## config.mk

```make
export PLATFORM = sky130hd
export DESIGN_NAME = irq_regblock
export DESIGN_NICKNAME = d
export VERILOG_FILES = /design/src/rtl/irq_regblock.sv
export SDC_FILE = /design/constraint.sdc
export NUM_CORES = 1
export LEC_CHECK = 0
export ABC_AREA = 0
export BUFFER_PORTS_ARGS = -buffer_cell sky130_fd_sc_hd__clkbuf_2
export CORE_UTILIZATION = 41
export CTS_CLUSTER_SIZE = 14
export DETAILED_ROUTE_END_ITERATION = 7
export PLACE_DENSITY = 0.88
export REMOVE_ABC_BUFFERS = 1
export SLEW_MARGIN = 10
export SYNTH_ARGS = -nofsm -noshare
export SYNTH_HDL_FRONTEND = slang
export SYNTH_SLANG_ARGS = --single-unit
export TNS_END_PERCENT = 20
```

## constraint.sdc

```tcl
create_clock -name clk -period 2.2 [get_ports clk]
set_clock_uncertainty 0.15 [all_clocks]
set_input_delay 0.44 -clock clk [delete_from_list [all_inputs] [get_ports clk]]
set_output_delay 0.44 -clock clk [all_outputs]
set_load 0.02 [all_outputs]
```

## src/rtl/irq_regblock.sv

```systemverilog
module irq_regblock #(
  parameter int unsigned N_SRC  = 8,
  parameter int unsigned DATA_W = 32,
  parameter int unsigned ADDR_W = 8,
  parameter logic [ADDR_W-1:0] GATE_OFS = 'h1C,
  parameter logic [ADDR_W-1:0] STAT_OFS = 'h20,
  parameter logic [ADDR_W-1:0] MASK_OFS = 'h28,
  parameter logic [ADDR_W-1:0] KICK_OFS = 'h40,
  parameter logic [DATA_W-1:0] KICK_KEY = 'hA
) (
  input  logic              clk,
  input  logic              rst_n,
  input  logic [N_SRC-1:0]  evt_i,
  input  logic              wr_en,
  input  logic [ADDR_W-1:0] addr,
  input  logic [DATA_W-1:0] wdata,
  output logic [DATA_W-1:0] rdata,
  output logic              irq_o,
  output logic              ctrl_rst_o
);
  localparam int unsigned GATE_BIT = DATA_W - 1;
  localparam int unsigned PAD_W    = DATA_W - N_SRC;

  logic [N_SRC-1:0] status_q, enable_q, clr_mask;
  logic             gate_q;
  logic             wr_stat, wr_mask, wr_gate, kick;

  assign wr_stat  = wr_en && (addr == STAT_OFS);
  assign wr_mask  = wr_en && (addr == MASK_OFS);
  assign wr_gate  = wr_en && (addr == GATE_OFS);
  assign kick     = wr_en && (addr == KICK_OFS) && (wdata == KICK_KEY);
  assign clr_mask = wr_stat ? wdata[N_SRC-1:0] : '0;

  always_ff @(posedge clk or negedge rst_n) begin
    if (!rst_n) begin
      status_q   <= '0;
      enable_q   <= '0;
      gate_q     <= 1'b0;
      ctrl_rst_o <= 1'b0;
    end else begin
      ctrl_rst_o <= kick;
      if (wr_gate) gate_q <= wdata[GATE_BIT];
      if (kick) begin
        status_q <= '0;
        enable_q <= '0;
      end else begin
        status_q <= (status_q & ~clr_mask) | evt_i;
        if (wr_mask) enable_q <= wdata[N_SRC-1:0];
      end
    end
  end

  assign irq_o = gate_q && |(status_q & enable_q);

  always_comb begin
    rdata = '0;
    if (addr == STAT_OFS)      rdata = {{PAD_W{1'b0}}, status_q};
    else if (addr == MASK_OFS) rdata = {{PAD_W{1'b0}}, enable_q};
    else if (addr == GATE_OFS) rdata[GATE_BIT] = gate_q;
  end
endmodule


```

==> flow_results.xml <==
<?xml version="1.0" encoding="UTF-8"?>
<metrics>
  <group name="run_status">
    <metric name="run_status" unit="">finished with violations</metric>
    <metric name="failed_checks" unit="">setup timing</metric>
  </group>
  <group name="sta">
    <metric name="grt_setup_unrepaired" unit="">true</metric>
    <metric name="maxClockFrequency" unit="MHz">440.2</metric>
    <metric name="slew_violations" unit="">0</metric>
    <metric name="fin_hold_ws" unit="ps">202.8</metric>
    <metric name="final_worst_path_cycle_share" unit="%">103.3</metric>
    <metric name="timing.setup.tns" unit="ps">-355.2</metric>
    <metric name="final-hold-violation-count" unit="">0</metric>
    <metric name="setup_viol" unit="">8</metric>
    <metric name="fin_ws" unit="ps">-71.66</metric>
    <metric name="min_cycle_time_layout" unit="ps">2272</metric>
  </group>
  <group name="hold_path">
    <metric name="timing.hold.worst.start" unit="">evt_i[3]</metric>
    <metric name="timing.hold.worst.class" unit="">in2reg</metric>
  </group>
  <group name="synth">
    <metric name="synth.lib_cells_used.distinct" unit="">29</metric>
    <metric name="netlist.top_cell.by_area" unit="">dfrtp_1</metric>
    <metric name="synth-edff-count" unit="">0</metric>
    <metric name="syn-cell-area" unit="mm^2">0.001212</metric>
    <metric name="post-synth-top-count-cell" unit="">buf_4</metric>
    <metric name="synth.top_cells.by_count" unit="">buf_4 (23), dfrtp_1 (18), nor2_1 (18)</metric>
    <metric name="synth.yosys.seq_area_share" unit="%">37.15</metric>
    <metric name="synthArstFlopShare" unit="%">100.0</metric>
    <metric name="synthCells" unit="">127</metric>
    <metric name="postSynthAreaPerCell" unit="um^2">9.547</metric>
    <metric name="post_synth_main_area_contributors" unit="">dfrtp_1 (37%), buf_4 (14%), mux2i_1 (6.6%)</metric>
    <metric name="yosys_most_used_dff" unit="">dfrtp_1</metric>
    <metric name="postSynthRegisterBits" unit="">18</metric>
    <metric name="ys_warn_count" unit="">0</metric>
    <metric name="synth_largest_type_area_fraction" unit="%">37.15</metric>
  </group>
  <group name="clock_tree">
    <metric name="cts-buffers-inserted" unit="">3</metric>
    <metric name="clkTransAtPathRegs" unit="ps">100</metric>
    <metric name="tritoncts_num_sinks" unit="">18</metric>
    <metric name="clk_latency" unit="ps">290</metric>
    <metric name="root_buffer" unit="">clkbuf_4</metric>
    <metric name="clockBufferDepth" unit="">2</metric>
    <metric name="cts_tree" unit="">yes</metric>
    <metric name="clock_tree.htree_level_count" unit="">1</metric>
  </group>
  <group name="floorplan">
    <metric name="chipWidth" unit="um">56.38</metric>
    <metric name="rows" unit="">19</metric>
    <metric name="die_area" unit="mm^2">0.003179</metric>
    <metric name="pin_count" unit="">85</metric>
    <metric name="design.core.area" unit="mm^2">0.002781</metric>
    <metric name="die-height" unit="um">56.38</metric>
    <metric name="initial_core_util" unit="%">43.59</metric>
  </group>
  <group name="power">
    <metric name="power-per-cell-area" unit="mW/mm^2">405.1</metric>
    <metric name="leakage" unit="nW">0.9222</metric>
    <metric name="peakVddDrop" unit="mV">0.4728</metric>
    <metric name="totalPowerFinal" unit="uW">702.0</metric>
  </group>
  <group name="global_routing">
    <metric name="antenna_violations_before_repair" unit="">0</metric>
    <metric name="grt_max_usage_layer" unit="">met2</metric>
    <metric name="grt_first_pass_wirelength" unit="mm">5.685</metric>
    <metric name="grt_start_max_net_pins" unit="">19</metric>
    <metric name="grt.total_usage" unit="%">22.84</metric>
    <metric name="grt.met1_usage" unit="%">26.17</metric>
    <metric name="globalRouteMet2Util" unit="%">41.67</metric>
    <metric name="first_global_vias" unit="">1285</metric>
    <metric name="global_route.overflow_total" unit="">0</metric>
    <metric name="globalRouteMet3Util" unit="%">3.917</metric>
  </group>
  <group name="route">
    <metric name="postRouteWirelength" unit="mm">3.433</metric>
    <metric name="avgRoutedWirePerCell" unit="um">14.55</metric>
    <metric name="detailed_route_drc_error_count" unit="">0</metric>
    <metric name="first_iter_violations" unit="">73</metric>
    <metric name="dr.pass1.iters" unit="">4</metric>
    <metric name="route.detailed.vias_per_inst" unit="">5.398</metric>
    <metric name="route.vias.total" unit="">1274</metric>
    <metric name="drt.antenna.violating_nets" unit="">0</metric>
  </group>
  <group name="cells_and_area">
    <metric name="final_core_utilization" unit="%">62.30</metric>
    <metric name="syn2layout_area_growth" unit="%">42.93</metric>
    <metric name="regArea" unit="um^2">450.4</metric>
    <metric name="final_layout_size_suffix_gt1_share" unit="%">44.39</metric>
    <metric name="num_antenna_cells" unit="">0</metric>
    <metric name="n_fill_cell" unit="">238</metric>
    <metric name="area_used_by_multi_input_combinational_logic" unit="um^2">658.1</metric>
    <metric name="final_cells" unit="">236</metric>
    <metric name="layout.cell_area.non_filler" unit="mm^2">0.001733</metric>
    <metric name="finalNetCount" unit="">257</metric>
  </group>
  <group name="flow_run">
    <metric name="drv_cap" unit="">0</metric>
  </group>
  <group name="setup_path">
    <metric name="critical_path_type" unit="">in2out</metric>
    <metric name="endpoint_kind" unit="">primary output</metric>
    <metric name="timing.critical_path.arrival" unit="ps">1680</metric>
    <metric name="critical_path.cell_chain" unit="">buf_6, nor4b_4, buf_4, nor4bb_1, buf_4, a22o_1, clkbuf_8</metric>
    <metric name="critical-path-max-stage-delay" unit="ps">260</metric>
    <metric name="worst_setup_path_startpoint" unit="">addr[7]</metric>
    <metric name="crit_slowest_cell" unit="">nor4b_4</metric>
    <metric name="path_delay_family" unit="">buffers and inverters</metric>
    <metric name="timing.rr.start" unit="">gate_q</metric>
    <metric name="critical_path.max_fanout" unit="">8</metric>
    <metric name="number_of_buffers_and_inverters_on_the_critical_path" unit="">4</metric>
    <metric name="crit_path_frequent_cell" unit="">buf_4</metric>
    <metric name="setup.worst_path.start_class" unit="">input port</metric>
    <metric name="cp.required" unit="ps">1610</metric>
  </group>
  <group name="place">
    <metric name="dp.final_hpwl" unit="mm">2.739</metric>
    <metric name="detailedPlace.worstSlack" unit="ps">-202.0</metric>
    <metric name="io_buffer_count" unit="">61</metric>
    <metric name="placed_cells_incl_taps" unit="">229</metric>
    <metric name="placed_area" unit="mm^2">0.001569</metric>
    <metric name="gp_routability_congestion" unit="">1.014</metric>
  </group>
</metrics>
## state kept, by name, indices dropped and copies added (netlist names)
| signal | cells |
|---|---|
| gate_q | 1 |
| ctrl_rst_o | 1 |
| status_q | 8 |
| enable_q | 8 |
## final cells by class
type | count | share of cell area [%]
clock buffer | 4 | 2.094
inverter | 1 | 0.2166
timing repair buffer | 80 | 31.48
sequential | 18 | 25.99
multi-input combinational | 102 | 37.98
tap | 31 | 2.238
## final timing paths
path,to,slack [ps],depth (start not counted)
max,rdata[6],-70,7
min,status_q[3],200,3
max reg2reg,gate_q,1280,1
min reg2reg,gate_q,390,1
max in group asynchronous,enable_q[7],1100,2
min in group asynchronous,enable_q[1],490,2
## cell usage in the layout (no fill, tap or decap), types with 2 or more instances in the layout
cell,n
a21oi_1,8
a22o_1,8
a22oi_1,4
buf_4,17
buf_6,2
clkbuf_2,50
clkbuf_4,3
clkbuf_8,9
conb_1,23
dfrtp_1,18
mux2i_1,8
nand4_1,9
nand4_2,2
nor2_1,18
nor4_1,7
nor4bb_1,2
## kinds of logic after synthesis
| logic type | count (synthesis) | synth area share (%) |
|---|---|---|
| AO/OA/AOI/OAI | 21 | 12.28 |
| buffers and inverters | 29 | 17.03 |
| flip-flops | 18 | 37.15 |
| multiplexers | 9 | 7.534 |
| other | 1 | 0.3093 |
| AND/OR/NAND/NOR | 49 | 25.70 |
## report_power, final
group          internal (mW)  total, mW  switching, mW
clock                  0.101      0.201         0.0997
sequential             0.339      0.345        0.00645
combinational         0.0651      0.156         0.0911
## routing by layer
layer | wire length (um) | up-vias
li1 | - | 589
met2 | 1764 | 65
met5 | 0 | -
met3 | 184 | 11
met4 | 116 | 0
met1 | 1367 | 609
## repair_timing
action                                  in CTS  in global routing
setup buffers                                2                  0
gates resized for setup                     17                  7
endpoints found under the hold margin       18                  0
endpoints found under the setup margin       9                  9
pin swaps                                    7                  4
hold buffers                                 1                  0
Note: power is estimated with default switching activity, not from simulation.
